===== src/rtl/intmap_ctrl.sv =====
module intmap_ctrl #(
  parameter int SLOT_LINES = 32,
  parameter int OB_LINES = 32,
  localparam int NLINES = SLOT_LINES + OB_LINES,
  localparam int CODE_W = $clog2(NLINES + 2)
) (
  input  logic              clk,
  input  logic              rst_n,
  input  logic [NLINES-1:0] irq_in,
  input  logic              wr_en,
  input  logic [9:0]        addr,
  input  logic [31:0]       wr_data,
  output logic [31:0]       rd_data,
  output logic [NLINES-1:0] req_vec,
  output logic [CODE_W-1:0] req_code
);
  localparam int NGRP = SLOT_LINES / 4;
  localparam logic [CODE_W-1:0] IDLE = CODE_W'(NLINES + 1);
  localparam logic [CODE_W-1:0] C_SLOT = CODE_W'(SLOT_LINES);
  localparam logic [CODE_W-1:0] C_NL = CODE_W'(NLINES);

  logic [NGRP-1:0]     en_grp, en_grp_n;
  logic [OB_LINES-1:0] en_ob, en_ob_n;
  logic [NLINES-1:0]   en_line, en_line_n;
  logic [CODE_W-1:0]   cur, cur_n, sel;

  wire       hi  = addr[2];
  wire [1:0] rgn = addr[9:8];
  wire [4:0] idx = addr[7:3];
  wire [CODE_W-1:0] idx_c = CODE_W'(idx);

  wire wr_gmap = wr_en & hi & (rgn == 2'd0) & (int'(idx) < NGRP);
  wire wr_omap = wr_en & hi & (rgn == 2'd1) & (int'(idx) < OB_LINES);
  wire wr_gclr = wr_en & hi & (rgn == 2'd2) & (int'(idx) < NGRP);
  wire wr_oclr = wr_en & hi & (rgn == 2'd3) & (int'(idx) < OB_LINES);

  wire cur_slot = cur < C_SLOT;
  wire cur_ob   = (cur >= C_SLOT) && (cur < C_NL);
  wire [CODE_W-1:0] cur_grp = cur >> 2;
  wire [CODE_W-1:0] cur_obi = cur - C_SLOT;
  wire hit_grp = cur_slot && (cur_grp == idx_c);
  wire hit_ob  = cur_ob && (cur_obi == idx_c);

  wire drop = (wr_gmap & ~wr_data[31] & hit_grp)
            | (wr_omap & ~wr_data[31] & hit_ob)
            | (wr_gclr & hit_grp)
            | (wr_oclr & hit_ob);

  always_comb begin
    en_grp_n = en_grp;
    for (int g = 0; g < NGRP; g++)
      if (wr_gmap && int'(idx) == g) en_grp_n[g] = wr_data[31];
  end

  always_comb begin
    en_ob_n = en_ob;
    for (int n = 0; n < OB_LINES; n++)
      if (wr_omap && int'(idx) == n) en_ob_n[n] = wr_data[31];
  end

  genvar i;
  generate
    for (i = 0; i < NLINES; i++) begin : g_line
      if (i < SLOT_LINES) begin : g_slot
        assign en_line[i]   = en_grp[i/4];
        assign en_line_n[i] = en_grp_n[i/4];
      end else begin : g_ob
        assign en_line[i]   = en_ob[i-SLOT_LINES];
        assign en_line_n[i] = en_ob_n[i-SLOT_LINES];
      end
      assign req_vec[i] = (cur == CODE_W'(i));
    end
  endgenerate

  wire [NLINES-1:0] cand = irq_in & en_line_n;

  always_comb begin
    sel = IDLE;
    for (int k = NLINES - 1; k >= 0; k--)
      if (cand[k]) sel = CODE_W'(k);
  end

  assign cur_n = (cur == IDLE || drop) ? sel : cur;

  always_ff @(posedge clk) begin
    if (!rst_n) begin
      en_grp <= '0;
      en_ob  <= '0;
      cur    <= IDLE;
    end else begin
      en_grp <= en_grp_n;
      en_ob  <= en_ob_n;
      cur    <= cur_n;
    end
  end

  always_comb begin
    rd_data = '0;
    if (hi && rgn == 2'd0)
      for (int g = 0; g < NGRP; g++)
        if (int'(idx) == g) rd_data = {en_grp[g], 31'(32'h7C0 | (g << 2))};
    if (hi && rgn == 2'd1)
      for (int n = 0; n < OB_LINES; n++)
        if (int'(idx) == n) rd_data = {en_ob[n], 31'(32'h7E0 + n)};
  end

  assign req_code = cur;

  a_r5_onehot: assert property (@(posedge clk) disable iff (!rst_n)
    $onehot0(req_vec));

  a_r1_idle_vec: assert property (@(posedge clk) disable iff (!rst_n)
    (req_code == IDLE) |-> (req_vec == '0));

  a_r5_hold: assert property (@(posedge clk) disable iff (!rst_n)
    (req_code != IDLE && !wr_en) |=> $stable(req_code));

  a_r11_start: assert property (@(posedge clk) disable iff (!rst_n)
    (req_code == IDLE && !wr_en && |(irq_in & en_line)) |=> (req_code != IDLE));

  a_r4_source: assert property (@(posedge clk) disable iff (!rst_n)
    (req_code != IDLE && req_code != $past(req_code)) |-> |(req_vec & $past(irq_in)));
endmodule


===== config.mk =====
export PLATFORM = sky130hd
export DESIGN_NAME = intmap_ctrl
export DESIGN_NICKNAME = d
export VERILOG_FILES = /design/src/rtl/intmap_ctrl.sv
export SDC_FILE = /design/constraint.sdc
export NUM_CORES = 1
export LEC_CHECK = 0
export BUFFER_PORTS_ARGS = -buffer_cell sky130_fd_sc_hd__buf_2
export CAP_MARGIN = 5
export CELL_PAD_IN_SITES_DETAIL_PLACEMENT = 1
export CELL_PAD_IN_SITES_GLOBAL_PLACEMENT = 2
export CORE_MARGIN = 1
export CORE_UTILIZATION = 25
export CTS_CLUSTER_SIZE = 12
export DETAILED_ROUTE_END_ITERATION = 8
export PLACE_DENSITY = 0.92
export SETUP_SLACK_MARGIN = 0.05
export SKIP_LAST_GASP = 1
export SYNTH_ARGS = -nofsm -noshare
export SYNTH_HDL_FRONTEND = slang
export SYNTH_SLANG_ARGS = --single-unit
export TNS_END_PERCENT = 10

===== constraint.sdc =====
create_clock -name clk -period 4.9 [get_ports clk]
set_input_delay 1.225 -clock clk [delete_from_list [all_inputs] [get_ports clk]]
set_output_delay 1.225 -clock clk [all_outputs]
set_load 0.01 [all_outputs]

# Word-level counts from Yosys, hierarchy flattened
# Cells that the tools add are included.
[classes]
multipliers = 0
bitwise_logic = 18
shift = 0
add_sub_neg = 1
reduce_logical = 49
eq_ne = 100
magnitude_cmp = 4
div_mod_pow = 0
n_mux = 146
[op_table]
columns = ["cell", "n"]
rows = [
  ["$mux 32", 42],
  ["$mux 7", 64],
  ["$eq 7x6->1 const B", 32],
  ["$eq 7x5->1 const B", 16],
  ["$eq 5x5->1 const B", 16],
  ["$and 64x64->64", 1],
  ["$eq 7x4->1 const B", 8],
  ["$logic_and 1x1->1", 45],
  ["$eq 5x4->1 const B", 8],
  ["$mux 1", 40],
  ["$eq 7x3->1 const B", 4],
  ["$eq 5x3->1 const B", 4],
  ["$eq 7x2->1 const B", 2],
  ["$and 1x1->1", 13],
  ["$eq 5x2->1 const B", 2],
  ["$eq 7x1->1 const B", 1],
  ["$eq 7x5->1", 1],
  ["$eq 7x7->1 const B", 1],
  ["$ge 7x6->1 const B", 1],
  ["$logic_not 7->1", 1],
  ["$lt 7x6->1 const B", 1],
  ["$lt 7x7->1 const B", 1],
  ["$sub 7x6->7 const B", 1],
  ["$eq 5x1->1 const B", 1],
  ["other kinds (9)", 12],
]
[totals]
mem_bits_ro = 0
in_bits = 109
word_cells = 321
latch_bits = 0
mem_bits_rw = 0
register_bits = 47
output_inout_bits = 103
n_memories = 0

# Logic depth before layout (Yosys ltp)
# Gate-level depths: netlist of the first run.
[depth]
depth_word = 70
depth_mapped = 12
depth_no_buf = 11

# Least setup slack after synthesis of the first run
# No wires, ideal clock.
[synth_path]
path_kind = "input-to-output"
startpoint = "input port addr[3]"
endpoint = "output port rd_data[31]"
stages = 11
arrival_ns = 3.375
t_required_ns = 3.675
setup_slack_ns = 0.300
n_path_buf = 2
path_cell_list = "buf_4 > buf_6 > nor3_1 > a32oi_1 > o221ai_1 > a31oi_1 > a211oi_1 > a221oi_1 > o41ai_1 > a21oi_1 > o21ai_0"
[synth_via]
elab_chain_cells = 43
word_cells_on_any_way = 74
cone_classes = "eq/ne: 31; mux: 42; reduce/logical: 1"
[synth_lines]
columns = ["item", "line", "source"]
rows = [
  ["start: declaration", "11", "input logic [9:0] addr,"],
  ["$logic_not 5->1", "101, 104", ""],
  ["$mux 32 (8 in a row)", "101", "if (int'(idx) == g) rd_data = {en_grp[g], 31'(32'h7C0 | (g << 2))};"],
  ["$mux 32", "99", "if (hi && rgn == 2'd0)"],
  ["$mux 32 (32 in a row)", "104", "if (int'(idx) == n) rd_data = {en_ob[n], 31'(32'h7E0 + n)};"],
  ["$mux 32 (*)", "102", "if (hi && rgn == 2'd1)"],
  ["end: declaration", "13", "output logic [31:0] rd_data,"],
]
# Mark *: on every way between the ends. The rest lies on a longest branch, timed or not.

# Final worst setup path of the first run
# Same ends and word-level chain as after synthesis.

==> flow_metrics.py, run 1 <==
metrics = {
    "synth": {
        "syn_avg_cell_area_sq_um": 6.76,
        "synthTopCellsByCount": "nor2_1 (162), nand2_1 (82), mux2i_1 (54), dfxtp_1 (47), a21oi_1 (35)",
        "synth-simple-area-share_pct": 36.9,
        "synth_top_family_by_area": "simple AND/OR/NAND/NOR gates",
        "synthTopCellsByArea": "dfxtp_1 (18%), nor2_1 (12%), mux2i_1 (11%)",
        "async_reset_ff_share_pct": 0,
        "yosysWarnings": 0,
        "synth_edf_count": 0,
        "synth_cell_types": 78,
        "synth_top_area_share_pct": 18.3,
        "synth_most_common_cell": "nor2_1",
        "postSynthCellCount": 760,
        "ys_seq_area_share_pct": 18.3,
        "ys_ff_latch": 47,
        "muxShareOfSynthArea_pct": 12.9,
        "synth-main-ff-cell": "dfxtp_1",
        "yosysTopAreaCell": "dfxtp_1",
        "synth_fa_ha_area_share_pct": 0.730,
        "syn_area_sq_um": 5140,
        "synth-xor-area-share_pct": 1.36,
        "synth_compound_area_share_pct": 19.9,
    },
    "clock_tree": {
        "cts_buffer_depth": 2,
        "cts_buffers": 5,
        "cts.clk_slew.worst_paths_ns": 0.06,
        "cts_tree": "done",
        "cts_hold_buf": 0,
        "postCtsSetupBuffers": 0,
        "root_buffer": "clkbuf_16",
        "h-tree-depth": 2,
        "clkLatencyLatePin_ns": 0.29,
        "cts.sinks": 47,
        "cts_resized": 0,
    },
    "critical_path": {
        "arrival_ns": 3.44,
        "endpoint_kind": "output port",
        "required_ns": 3.67,
        "cp_max_fo": 6,
        "startpoint_type": "input port",
        "critical_path_class": "input port to output port",
    },
    "drt": {
        "drtAntennaViolNets": 0,
        "drc": 0,
        "vias_per_cell": 5.15,
        "vias": 6009,
        "drt_iter0_drc": 304,
        "wire_per_inst_um": 17.0,
        "dr.pass1.iters": 4,
        "wl_mm": 19.8,
    },
    "final_layout": {
        "area_growth_pct": 21.3,
        "layout.cells.non_filler": 1166,
        "n_antenna_cell": 0,
        "drive_gt1_share_pct": 24.8,
        "finish.net_count": 1007,
    },
    "power": {
        "irDropWorstVdd_mv": 0.122,
        "power.density_nw_per_um2": 156,
        "power_leakage_nw": 2.71,
    },
    "die": {
        "std_cell_rows": 52,
        "die_w_um": 145,
        "fp.coreArea_sq_um": 20200,
        "boundaryPins": 212,
        "initial_core_util_pct": 25.5,
        "die_h_um": 145,
        "die-area_sq_um": 21100,
    },
    "flow_run": {
        "cap_viol_max_count": 0,
    },
    "placement": {
        "dp_slack_ns": 0.231,
        "gp_congestion": 0.829,
        "portBuffers": 158,
        "place_inst": 1158,
        "hpwl_mm": 15.8,
    },
    "global_routing": {
        "grt_usage_pct": 18.2,
        "antenna_found_initial": 0,
        "grt_pass1_wl_mm": 31.5,
        "grt_pass1_vias": 6028,
        "grt_max_degree": 53,
        "overflow": 0,
    },
    "sta": {
        "setup-violations-final": 0,
        "fin_ws_ns": 0.230,
        "min_period_over_period_pct": 95.3,
        "tightestPinTransition_ns": 0.975,
        "fmax_ghz": 0.214,
        "drv_slew": 0,
        "hold_viol": 0,
        "setup_tns_ns": 0,
        "clock-skew-final_ns": 0.00451,
        "max_slew_margin_pct": 35.0,
        "period_needed_ns": 4.67,
        "rsz0062_at_grt": "false",
    },
    "min_path": {
        "hold_path.class": "flip-flop to flip-flop",
    },
    "status": {
        "status": "finished clean",
    },
}
==> worst max-delay path, stage by stage <==
cell	delay, ns
buf_2	0.18
mux4_2	0.52
a32oi_1	0.19
o221ai_1	0.17
a31oi_1	0.19
a211oi_1	0.11
a221oi_1	0.27
o41ai_1	0.12
a21oi_1	0.23
o21ai_0	0.09
buf_2	0.15
==> power by group <==
group,internal (mW),switching [mW]
Sequential,0.385,0.00629
Clock,0.189,0.150
Combinational,0.0805,0.162
==> path summary, 6_finish.rpt <==
check / startpoint / endpoint / slack, ns / depth (start not counted)
min: en_ob[2]$_SDFF_PN0_ / en_ob[2]$_SDFF_PN0_ / 0.50 / 2
max: addr[3] / rd_data[31] / 0.23 / 11
min reg2reg: en_ob[2]$_SDFF_PN0_ / en_ob[2]$_SDFF_PN0_ / 0.50 / 2
max reg2reg: req_code[5]$_SDFFE_PN0P_ / req_code[0]$_SDFFE_PN1P_ / 2.08 / 11
==> registers in the layout, indices dropped and copies added, names as in the netlist <==
register  count
en_grp        8
en_ob        32
req_code      7
==> placed cells by master (no fill, tap or decap), drive strengths merged, types with 14 or more instances in the layout <==
master and count:
buf 179, nor2 162, nand2 82, mux2i 54, dfxtp 47, a21oi 35, o21ai 28, nand3 28
inv 27, nor3 25, conb 20, nor2b 14, nand4 14, nor4 14
==> area by class of cell <==
type | count | area [sq um]
Timing Repair Buffer | 179 | 948
Inverter | 28 | 105
Sequential cell | 47 | 941
Clock inverter | 1 | 5.00
Clock buffer | 7 | 133
Fill cell | 2611 | 13900
Multi-Input combinational cell | 634 | 3770
Tap cell | 270 | 338
==> metal layers <==
layer / wire (um) / vias up / part of all wire, % / global-route usage (%)
met1: 9340 / 2937 / 47 / 24.2
met3: 685 / 23 / 3.5 / 1.97
met5: 0 / - / 0 / 0
li1: - / 2917 / - / -
met2: 9420 / 132 / 48 / 31.0
met4: 364 / 0 / 1.8 / 5.16
==> logic make-up (layout without fill, tap and decap cells) <==
logic type,count (synthesis),after routing
buffers and inverters,98,215
AND/OR/NAND/NOR,388,388
adder cells (fa/ha/maj),3,3
multiplexers,64,64
XOR/XNOR,8,8
flip-flops,47,47
AO/OA/AOI/OAI,151,151
other,1,20
==> per-stage QoR <==
stage | power, mW | hold WS, ns | area (sq um) | utilization [%]
2_1_floorplan | 0.553 | 0.464 | 5210 | -
3_3_place_gp | 0.633 | 0.479 | 6100 | 30.2
3_5_place_dp | 0.641 | 0.493 | 6100 | 30.2
4_1_cts | 0.976 | 0.500 | 6240 | 30.9
5_1_grt | 1.02 | 0.540 | 6240 | 30.9
6_report | 0.973 | 0.502 | 6240 | 30.9
(Power assumes the default switching activity.)
==> run 2: changes to the inputs <==
--- a/config.mk
+++ b/config.mk
@@ -14,6 +14,7 @@
 export CTS_CLUSTER_SIZE = 12
 export DETAILED_ROUTE_END_ITERATION = 8
 export PLACE_DENSITY = 0.92
+export RECOVER_POWER = 50
 export SETUP_SLACK_MARGIN = 0.05
 export SKIP_LAST_GASP = 1
 export SYNTH_ARGS = -nofsm -noshare
==> run 2 against run 1 <==
Combinational power shrank 2%. Critical path depth unchanged. First-iteration DRC count rose by 1.6%. Sequential cell count unchanged. Critical endpoint unchanged.
==> flow_metrics.py, run 2 (synthesis gave the netlist of run 1 again) <==
metrics = {
    "global_routing": {
        "grt_max_degree": 53,
        "grt_pass1_vias": 6028,
        "overflow": 0,
        "antenna_found_initial": 0,
        "grt_usage_pct": 18.2,
        "grt_pass1_wl_mm": 31.5,
    },
    "drt": {
        "drtAntennaViolNets": 0,
        "wl_mm": 19.8,
        "drt_iter0_drc": 309,
        "vias_per_cell": 5.13,
        "vias": 5983,
        "drc": 0,
        "dr.pass1.iters": 4,
        "wire_per_inst_um": 17.0,
    },
    "placement": {
        "place_inst": 1158,
        "hpwl_mm": 15.8,
        "portBuffers": 158,
        "dp_slack_ns": 0.231,
        "gp_congestion": 0.829,
        "place_area_sq_um": 6100,
    },
    "final_layout": {
        "fin_area_sq_um": 6150,
        "layout.cells.non_filler": 1166,
        "finish.net_count": 1007,
        "utilization_pct": 30.5,
        "regMostFlops": "en_ob",
        "area_growth_pct": 19.6,
        "largest_reg_flops": 32,
        "final_cell_mix": "nor2_1 (162), buf_2 (131), nand2_1 (82)",
        "final_common_cell": "nor2_1",
        "drive_gt1_share_pct": 20.5,
        "n_fill_cell": 2624,
        "n_antenna_cell": 0,
    },
    "sta": {
        "fmax_ghz": 0.215,
        "setup_tns_ns": 0,
        "rsz0062_at_grt": "false",
        "tightestPinTransition_ns": 0.942,
        "setup-violations-final": 0,
        "clock-skew-final_ns": 0.00485,
        "period_needed_ns": 4.66,
        "hold_slack_ns": 0.502,
        "max_slew_margin_pct": 37.2,
        "hold_viol": 0,
        "min_period_over_period_pct": 95.1,
        "drv_slew": 0,
        "fin_ws_ns": 0.240,
    },
    "critical_path": {
        "endpoint_kind": "output port",
        "cp_max_fo": 6,
        "path_delay_family": "compound AO/OA/AOI/OAI gates",
        "startpoint_type": "input port",
        "cp_num_buf_inv": 2,
        "slowest_delay_ns": 0.52,
        "critical_path_class": "input port to output port",
        "crit_chain": "buf_2 -> mux4_2 -> a32oi_1 -> o221ai_1 -> a31oi_1 -> a211oi_1 -> a221oi_1 -> o41ai_1 -> a21oi_1 -> o21ai_0 -> buf_2",
        "required_ns": 3.67,
        "slowest_stage": "mux4_2",
        "r2r_setup_slack_ns": 2.06,
        "critPathMostFrequentCell": "buf_2",
        "arrival_ns": 3.44,
    },
    "power": {
        "power.density_nw_per_um2": 158,
        "power_leakage_nw": 2.58,
        "irDropWorstVdd_mv": 0.122,
        "fin_total_pwr_uw": 969,
    },
    "clock_tree": {
        "cts.sinks": 47,
        "root_buffer": "clkbuf_16",
        "cts_buffer_depth": 2,
        "cts_resized": 0,
        "h-tree-depth": 2,
        "postCtsSetupBuffers": 0,
        "cts.clk_slew.worst_paths_ns": 0.06,
        "cts_hold_buf": 0,
        "cts_buffers": 5,
        "cts_tree": "done",
        "clkLatencyLatePin_ns": 0.29,
    },
    "die": {
        "die_w_um": 145,
        "std_cell_rows": 52,
        "fp.coreArea_sq_um": 20200,
        "boundaryPins": 212,
        "die-area_sq_um": 21100,
        "die_h_um": 145,
        "initial_core_util_pct": 25.5,
    },
    "min_path": {
        "hold_path.class": "flip-flop to flip-flop",
    },
    "status": {
        "status": "finished clean",
    },
    "flow_run": {
        "cap_viol_max_count": 0,
    },
}
==> run 2: worst min-delay path: stages (launching register included) <==
cell and delay, ns:
dfxtp_1 0.31, o41ai_1 0.08, a21oi_1 0.07
==> run 2: path summary, 6_finish.rpt <==
kind / startpoint / cells past startpoint / to
max: addr[3] / 11 / rd_data[31]
min: en_ob[2]$_SDFF_PN0_ / 2 / en_ob[2]$_SDFF_PN0_
max reg2reg: req_code[5]$_SDFFE_PN0P_ / 11 / req_code[0]$_SDFFE_PN1P_
min reg2reg: en_ob[2]$_SDFF_PN0_ / 2 / en_ob[2]$_SDFF_PN0_
==> run 2: final cells by class <==
type	instances	area (sq um)	area share [%]
well taps	270	338	5.50
multi-input cells	634	3720	60.5
clock inverters	1	5.00	0.0814
clock buffers	7	133	2.16
inverters	28	105	1.71
flip-flops and latches	47	941	15.3
repair buffers	179	903	14.7
==> run 2: metal layers <==
metal	share of wire (%)	vias up	global-route usage [%]
met5	0	-	0
met4	1.8	0	5.16
met3	3.7	21	1.97
met1	47	2912	24.2
li1	-	2916	-
met2	48	134	31.0
==> run 2: where the power goes <==
group / internal, mW / switching, mW / leakage [nW]
Clock: 0.189 / 0.150 / 0.0679
Sequential: 0.385 / 0.00645 / 0.379
Combinational: 0.0785 / 0.160 / 2.13
Total: 0.653 / 0.316 / 2.58
